### src/rtl/eep_pw_pkg.sv
package eep_pw_pkg;
  typedef enum logic [2:0] {
    ST_IDLE,
    ST_FETCH,
    ST_SETUP,
    ST_PULSE,
    ST_HOLD,
    ST_GAP,
    ST_READ
  } pw_state_e;
endpackage

### src/rtl/eep_pw_timer.sv
module eep_pw_timer #(
  parameter int W = 4
) (
  input  logic         clk_i,
  input  logic         rst_ni,
  input  logic         load_i,
  input  logic [W-1:0] val_i,
  output logic         zero_o
);
  logic [W-1:0] cnt_q;

  always_ff @(posedge clk_i or negedge rst_ni) begin
    if (!rst_ni)            cnt_q <= '0;
    else if (load_i)        cnt_q <= val_i;
    else if (cnt_q != '0)   cnt_q <= cnt_q - W'(1);
  end

  assign zero_o = (cnt_q == '0);
endmodule

### src/rtl/eep_pw_counter.sv
module eep_pw_counter #(
  parameter int W = 8
) (
  input  logic         clk_i,
  input  logic         rst_ni,
  input  logic         clr_i,
  input  logic         inc_i,
  output logic [W-1:0] cnt_o
);
  always_ff @(posedge clk_i or negedge rst_ni) begin
    if (!rst_ni)      cnt_o <= '0;
    else if (clr_i)   cnt_o <= '0;
    else if (inc_i)   cnt_o <= cnt_o + W'(1);
  end
endmodule

### src/rtl/eep_pw_poll_judge.sv
module eep_pw_poll_judge #(
  parameter int DATA_W = 8
) (
  input  logic [DATA_W-1:0] rdata_i,
  input  logic [DATA_W-1:0] target_i,
  output logic              match_o
);
  // the top bit carries the in-progress complement; require the whole byte
  assign match_o = (rdata_i[DATA_W-1] == target_i[DATA_W-1]) &&
                   (rdata_i[DATA_W-2:0] == target_i[DATA_W-2:0]);
endmodule

### src/rtl/eep_page_writer.sv
module eep_page_writer #(
  parameter int ADDR_W       = 15,
  parameter int DATA_W       = 8,
  parameter int PAGE_W       = 6,
  parameter int SETUP_CYC    = 2,
  parameter int PULSE_CYC    = 5,
  parameter int LOAD_WIN_CYC = 7500,
  parameter int POLL_GAP_CYC = 50,
  parameter int READ_CYC     = 8,
  parameter int POLL_LIMIT   = 10000
) (
  input  logic              clk_i,
  input  logic              rst_ni,
  input  logic              start_i,
  input  logic [ADDR_W-1:0] addr_i,
  input  logic [PAGE_W:0]   count_i,
  input  logic [DATA_W-1:0] data_i,
  input  logic              data_valid_i,
  output logic              data_ready_o,
  output logic              busy_o,
  output logic              done_o,
  output logic              timeout_o,
  output logic              truncated_o,
  output logic [ADDR_W-1:0] mem_addr_o,
  output logic [DATA_W-1:0] mem_wdata_o,
  input  logic [DATA_W-1:0] mem_rdata_i,
  output logic              mem_ce_n_o,
  output logic              mem_we_n_o,
  output logic              mem_oe_n_o
);
  import eep_pw_pkg::*;

  localparam int CNT_W       = PAGE_W + 1;
  localparam int PG_W        = ADDR_W - PAGE_W;
  localparam int PAGE_SIZE   = 1 << PAGE_W;
  localparam int STALL_LIMIT = LOAD_WIN_CYC - SETUP_CYC - PULSE_CYC - 3;
  localparam int SW          = $clog2(LOAD_WIN_CYC + 1);
  localparam int PW          = $clog2(POLL_LIMIT + 1);
  localparam int M1          = (SETUP_CYC > PULSE_CYC) ? SETUP_CYC : PULSE_CYC;
  localparam int M2          = (POLL_GAP_CYC > READ_CYC) ? POLL_GAP_CYC : READ_CYC;
  localparam int TMR_MAX     = (M1 > M2) ? M1 : M2;
  localparam int TMR_W       = $clog2(TMR_MAX + 1);

  pw_state_e state_q, state_d;

  logic [PG_W-1:0]   page_q;
  logic [PAGE_W-1:0] base_q, last_off_q, wr_off;
  logic [CNT_W-1:0]  total_q, idx_q;
  logic [DATA_W-1:0] wdata_q, last_data_q;
  logic              trunc_q;

  logic              tmr_load, tmr_zero;
  logic [TMR_W-1:0]  tmr_val;
  logic              stall_clr, stall_inc, stall_hit;
  logic [SW-1:0]     stall_cnt;
  logic              poll_inc;
  logic [PW-1:0]     poll_cnt;
  logic              read_match;

  logic cmd_ok, launch, accept, byte_done, done_set, to_set, trunc_set;

  logic              ce_n_q, we_n_q, oe_n_q;
  logic [ADDR_W-1:0] addr_q;
  logic              done_q, to_q, tr_q;

  assign cmd_ok = start_i && (count_i != '0) && (count_i <= CNT_W'(PAGE_SIZE));
  assign wr_off = base_q + idx_q[PAGE_W-1:0];

  eep_pw_timer #(.W(TMR_W)) i_phase_tmr (
    .clk_i  (clk_i),
    .rst_ni (rst_ni),
    .load_i (tmr_load),
    .val_i  (tmr_val),
    .zero_o (tmr_zero)
  );

  assign stall_clr = (state_q != ST_FETCH) || accept;
  assign stall_inc = (state_q == ST_FETCH) && !data_valid_i && (idx_q != '0);
  assign stall_hit = (stall_cnt == SW'(STALL_LIMIT));

  eep_pw_counter #(.W(SW)) i_stall_cnt (
    .clk_i  (clk_i),
    .rst_ni (rst_ni),
    .clr_i  (stall_clr),
    .inc_i  (stall_inc),
    .cnt_o  (stall_cnt)
  );

  eep_pw_counter #(.W(PW)) i_poll_cnt (
    .clk_i  (clk_i),
    .rst_ni (rst_ni),
    .clr_i  (launch),
    .inc_i  (poll_inc),
    .cnt_o  (poll_cnt)
  );

  eep_pw_poll_judge #(.DATA_W(DATA_W)) i_judge (
    .rdata_i  (mem_rdata_i),
    .target_i (last_data_q),
    .match_o  (read_match)
  );

  always_comb begin
    state_d   = state_q;
    tmr_load  = 1'b0;
    tmr_val   = '0;
    launch    = 1'b0;
    accept    = 1'b0;
    byte_done = 1'b0;
    done_set  = 1'b0;
    to_set    = 1'b0;
    trunc_set = 1'b0;
    poll_inc  = 1'b0;
    unique case (state_q)
      ST_IDLE: begin
        if (cmd_ok) begin
          launch  = 1'b1;
          state_d = ST_FETCH;
        end
      end
      ST_FETCH: begin
        if (data_valid_i) begin
          accept   = 1'b1;
          state_d  = ST_SETUP;
          tmr_load = 1'b1;
          tmr_val  = TMR_W'(SETUP_CYC - 1);
        end else if (stall_hit) begin
          // window at risk: stop loading, go verify what was written
          trunc_set = 1'b1;
          state_d   = ST_GAP;
          tmr_load  = 1'b1;
          tmr_val   = TMR_W'(POLL_GAP_CYC - 1);
        end
      end
      ST_SETUP: begin
        if (tmr_zero) begin
          state_d  = ST_PULSE;
          tmr_load = 1'b1;
          tmr_val  = TMR_W'(PULSE_CYC - 1);
        end
      end
      ST_PULSE: begin
        if (tmr_zero) state_d = ST_HOLD;
      end
      ST_HOLD: begin
        byte_done = 1'b1;
        if ((idx_q + CNT_W'(1)) == total_q) begin
          state_d  = ST_GAP;
          tmr_load = 1'b1;
          tmr_val  = TMR_W'(POLL_GAP_CYC - 1);
        end else begin
          state_d = ST_FETCH;
        end
      end
      ST_GAP: begin
        if (tmr_zero) begin
          state_d  = ST_READ;
          tmr_load = 1'b1;
          tmr_val  = TMR_W'(READ_CYC - 1);
        end
      end
      ST_READ: begin
        if (tmr_zero) begin
          if (read_match) begin
            done_set = 1'b1;
            state_d  = ST_IDLE;
          end else if (poll_cnt == PW'(POLL_LIMIT - 1)) begin
            to_set  = 1'b1;
            state_d = ST_IDLE;
          end else begin
            poll_inc = 1'b1;
            state_d  = ST_GAP;
            tmr_load = 1'b1;
            tmr_val  = TMR_W'(POLL_GAP_CYC - 1);
          end
        end
      end
      default: state_d = ST_IDLE;
    endcase
  end

  always_ff @(posedge clk_i or negedge rst_ni) begin
    if (!rst_ni) begin
      state_q     <= ST_IDLE;
      page_q      <= '0;
      base_q      <= '0;
      total_q     <= '0;
      idx_q       <= '0;
      wdata_q     <= '0;
      last_off_q  <= '0;
      last_data_q <= '0;
      trunc_q     <= 1'b0;
    end else begin
      state_q <= state_d;
      if (launch) begin
        page_q  <= addr_i[ADDR_W-1:PAGE_W];
        base_q  <= addr_i[PAGE_W-1:0];
        total_q <= count_i;
        idx_q   <= '0;
        trunc_q <= 1'b0;
      end
      if (accept) wdata_q <= data_i;
      if (byte_done) begin
        idx_q       <= idx_q + CNT_W'(1);
        last_off_q  <= wr_off;
        last_data_q <= wdata_q;
      end
      if (trunc_set) trunc_q <= 1'b1;
    end
  end

  // strobes registered from the next state so they align with the state, glitch free
  always_ff @(posedge clk_i or negedge rst_ni) begin
    if (!rst_ni) begin
      ce_n_q <= 1'b1;
      we_n_q <= 1'b1;
      oe_n_q <= 1'b1;
      addr_q <= '0;
      done_q <= 1'b0;
      to_q   <= 1'b0;
      tr_q   <= 1'b0;
    end else begin
      ce_n_q <= !(state_d inside {ST_SETUP, ST_PULSE, ST_HOLD, ST_READ});
      we_n_q <= (state_d != ST_PULSE);
      oe_n_q <= (state_d != ST_READ);
      addr_q <= (state_d == ST_READ) ? {page_q, last_off_q} : {page_q, wr_off};
      done_q <= done_set;
      to_q   <= to_set;
      tr_q   <= (done_set || to_set) && trunc_q;
    end
  end

  assign mem_ce_n_o   = ce_n_q;
  assign mem_we_n_o   = we_n_q;
  assign mem_oe_n_o   = oe_n_q;
  assign mem_addr_o   = addr_q;
  assign mem_wdata_o  = wdata_q;
  assign done_o       = done_q;
  assign timeout_o    = to_q;
  assign truncated_o  = tr_q;
  assign busy_o       = (state_q != ST_IDLE);
  assign data_ready_o = (state_q == ST_FETCH);
endmodule

### config.mk
export PLATFORM = sky130hd
export DESIGN_NAME = eep_page_writer
export DESIGN_NICKNAME = d
export VERILOG_FILES = /design/src/rtl/eep_pw_pkg.sv /design/src/rtl/eep_pw_timer.sv /design/src/rtl/eep_pw_counter.sv /design/src/rtl/eep_pw_poll_judge.sv /design/src/rtl/eep_page_writer.sv
export SDC_FILE = /design/constraint.sdc
export NUM_CORES = 1
export LEC_CHECK = 0
export CORE_MARGIN = 2
export CORE_UTILIZATION = 50
export DETAILED_ROUTE_END_ITERATION = 16
export DONT_BUFFER_PORTS = 1
export PLACE_DENSITY = 0.68
export SYNTH_ARGS = -nofsm -noshare
export SYNTH_HDL_FRONTEND = slang
export SYNTH_SLANG_ARGS = --single-unit
### constraint.sdc
create_clock -name clk_i -period 3.1 [get_ports clk_i]
set_clock_uncertainty 0.2 [all_clocks]
set_input_delay 0.465 -clock clk_i [delete_from_list [all_inputs] [get_ports clk_i]]
set_output_delay 0.465 -clock clk_i [all_outputs]
set_load 0.05 [all_outputs]
==> key figures <==
Clocking
  – CTS clock-pin slew for the worst setup and hold paths: 0.10 ns
  – Root Driver: clkbuf_8
  – Clk_lat worst skew: 0.40 ns
  – CTS tree: done
  – Clock sink total: 109
  – H-tree Lvls: 3
  – Total CTS buffers: 9
  – Hold Buf Count CTS: 26
  – Clock Path Buffers: 2

Synth
  – Mapped Cells: 527
  – Synth Warn #: 0
  – Syn Area/Cell: approximately 9.8 µm²
  – Ys async rst share: 100%
  – Top post-synthesis cells by area: dfrtp_1, nand2_1, xor2_1
  – Post-synthesis instance area: 5180 µm²
  – Post-synthesis cell type count: 57
  – Synth Register Bits: approximately 110
  – Synth Net Count: 581
  – Synth Flop Type: dfrtp_1
  – Sequential-to-total area share from yosys stat: 52.8%
  – Yosys top cell area share: 51.2%
  – Post-synth EDFFs: 0
  – Largest area contributor in the synthesized netlist: dfrtp_1

STA
  – Slew Viols, Final: 0
  – Fin crit period: about 3 ns
  – Worst Setup Slack, final: 0.112 ns
  – RSZ-0062 raised after global routing: yes
  – Fin Setup TNS: 0 ns
  – Final Cycle Share: a little over nine tenths
  – Highest Clock Rate: 335 MHz
  – Setup violations, final: 0
  – Worst rel slew slack: 49.6%
  – Final Hold Vio Count: 109
  – Worst-Margin Slew: between 0.7 and 0.8 ns
  – Hold WS: -0.447 ns

Routing
  – Vias: 3723
  – Drc violations: 0
  – DRT Wirelength: 10300 µm
  – Routed Antenna Nets: 0
  – DR WL/cell: between 10 and 15 µm
  – Initial DRC count: around 120
  – Vias per cell: 5.38
  – First-pass DRT Iterations: 4

Power
  – Power Density: between 800 and 900 nW/µm²
  – Clock Power Share: 17.5%
  – Lkg Pwr: 2.75 nW
  – Switching power: between 0.002 and 0.0025 W
  – Sw Share: 43.1%
  – Seq pwr share: between 50% and 60%
  – VDD IR max: just under 0.5 mV
  – Combinational Power Share: 24.1%
  – P_int: 0.00266 W

Floorplanning
  – Die footprint: about 11000 µm²
  – Die X: 106 µm
  – Die H: 106 µm
  – Initial Util: roughly half
  – I/O pin total: 73
  – CORE AREA: 10200 µm²
  – Row cnt: 37

Cells and area
  – FF+latch area: 2730 µm²
  – Fin cells: 692
  – Area grow syn2layout: 11.8%
  – Final non-filler cell area: ~5800 µm²
  – Nets: ~600
  – Share of cells above drive strength 1: under 10%
  – # diodes: 0
  – Footprint of the multi-input gates: ~2300 µm²
  – Most frequent cells in the layout: nand2_1, dfrtp_1, nor2_1, xor2_1, dlygate4sd3_1
  – # fillers: 890
  – Commonest non-fill, non-tap cell in the layout: nand2_1

Critical path
  – CP max stage cell: or4_4
  – Critical path capture point type: register
  – CP max stage delay: 0.54 ns
  – Top delay family on crit path: simple AND/OR/NAND/NOR gates
  – CP max FO: 9
  – CP Data Arrival Time: 3.11 ns
  – Cells on worst reg2reg path: 8
  – CP bufs+invs: 1
  – Reg-to-Reg Start: i_phase_tmr.cnt_q[0]$_DFFE_PN0P_
  – Startpoint type of the worst setup path: register
  – Worst path cell trace: inv_1, ha_2, or4b_4, or4_4, a21oi_4, nand3_2, or3_1, a21oi_1
  – WS Path Type: reg2reg
  – Worst EP required: 3.22 ns
  – Reg-to-Reg End: i_poll_cnt.cnt_o[7]$_DFFE_PN0P_
  – Reg2reg setup slack: 0.11 ns

Run
  – Max Cap Viol: 0

Placed design
  – Post-DP HPWL: 6910 µm
  – Port Buffers: 0
  – RePlAce Congestion: 0.822
  – Setup slack at placement: 0.0858 ns
  – Inst Count DP: 649
  – Post-DP Area: 5330 µm²

GRT
  – Vias in the first global route: 3781
  – Pin count of the biggest net entering global routing: 110
  – Total gr overflow: 0
  – All-Layer GR Usage: 19.9%
  – Initial antenna violation count: 0
  – First-pass GRT wire length: 17800 µm

Run status
  – Status: finished, violations left
  – Failing checks: negative hold slack

Hold path
  – Worst hold path type: in2async
[worst max path at each step]
| stage | start | depth (start not counted) | endpoint | slack [ns] |
|---|---|---|---|---|
| after global placement | i_phase_tmr.cnt_q[0]$_DFFE_PN0P_ | 8 | i_poll_cnt.cnt_o[10]$_DFFE_PN0P_ | 0.17 |
| final | i_phase_tmr.cnt_q[0]$_DFFE_PN0P_ | 8 | i_poll_cnt.cnt_o[7]$_DFFE_PN0P_ | 0.11 |
| after floorplan | i_phase_tmr.cnt_q[0]$_DFFE_PN0P_ | 8 | i_poll_cnt.cnt_o[10]$_DFFE_PN0P_ | 0.28 |
| after global routing | i_phase_tmr.cnt_q[0]$_DFFE_PN0P_ | 8 | i_poll_cnt.cnt_o[13]$_DFFE_PN0P_ | -0.03 |
| after CTS | i_phase_tmr.cnt_q[0]$_DFFE_PN0P_ | 8 | i_poll_cnt.cnt_o[13]$_DFFE_PN0P_ | 0.07 |
| after detailed placement | i_phase_tmr.cnt_q[0]$_DFFE_PN0P_ | 8 | i_poll_cnt.cnt_o[13]$_DFFE_PN0P_ | 0.09 |
[cell families after synthesis]
kind of cell,count (synthesis),synth area share [%]
buffers and inverters,37,2.68
multiplexers,13,2.80
XOR/XNOR,42,7.93
AND/OR/NAND/NOR,245,22.6
adder cells (fa/ha/maj),12,3.05
flip-flops,109,52.8
AO/OA/AOI/OAI,69,8.12
[registers in the layout, indices dropped and copies added (netlist names), 3 cells and up]
name               flops
total_q                7
i_poll_cnt.cnt_o      14
base_q                 6
page_q                 9
idx_q                  7
i_phase_tmr.cnt_q      6
last_off_q             6
i_stall_cnt.cnt_o     13
mem_wdata_o            8
last_data_q            8
mem_addr_o            15
state_q                3
[per-layer routing]
metal / vias up / track usage [%] / share of wire [%]
li1: 1835 / - / -
met3: 19 / 6.86 / 6.7
met2: 104 / 31.0 / 46
met4: 0 / 6.95 / 1.6
met1: 1765 / 26.0 / 46
met5: - / 0 / 0
[worst reg2reg max path, cell delays in order (launching register included)]
cell,delay [ns]
dfrtp_1,0.41
inv_1,0.09
ha_2,0.21
or4b_4,0.49
or4_4,0.54
a21oi_4,0.24
nand3_2,0.21
or3_1,0.40
a21oi_1,0.14
[metrics by stage]
step / total power [W] / util (%)
finish: 0.00467 / 56.8
global placement: 0.00381 / 52.4
detailed placement: 0.00386 / 52.4
floorplan: 0.00356 / -
CTS: 0.00471 / 56.7
global route: 0.00498 / 56.8
[cell type report]
class	instances	share of cell area [%]
Sequential cell	109	47.2
Multi-Input combinational cell	381	40.1
Timing Repair Buffer	35	5.66
Tap cell	136	2.94
Clock buffer	9	2.14
Clock inverter	7	1.04
Inverter	15	0.973
[power by group through the flow]
stage	sequential, W	combinational, W	clock (W)
floorplan	0.00264	0.000921	0
global placement	0.00275	0.00106	0
detailed placement	0.00276	0.00109	0
CTS	0.00273	0.00113	0.000853
global route	0.00279	0.00128	0.000903
finish	0.00273	0.00113	0.000817
[Yosys cell counts, types with 2 or more instances]
library cell  instances
a211oi_1              2
a21boi_0              3
a21o_1                4
a21oi_1              16
a31oi_1               6
and2_1                3
and3_1               14
and4_1                6
clkbuf_1             22
dfrtp_1             106
dfstp_2               3
ha_1                 11
inv_1                14
mux2_2               11
nand2_1             122
nand2b_1              3
nand3_1              16
nand4_1               5
nor2_1               37
nor3_1                8
nor3b_1               4
nor4_1                5
nor4b_1               3
o21a_1                2
o21ai_0              16
o21ai_1               9
o22ai_1               2
o31ai_1               2
or3_1                 6
xnor2_1              12
xnor3_1               2
xor2_1               27
[repair_timing]
| item | in CTS | in global routing |
|---|---|---|
| gates resized for setup | 0 | 1 |
| endpoints found under the hold margin | 135 | 109 |
| endpoints found under the setup margin | 0 | 5 |
| setup buffers | 0 | 1 |
No activity file was read; power rests on OpenSTA's default activity.
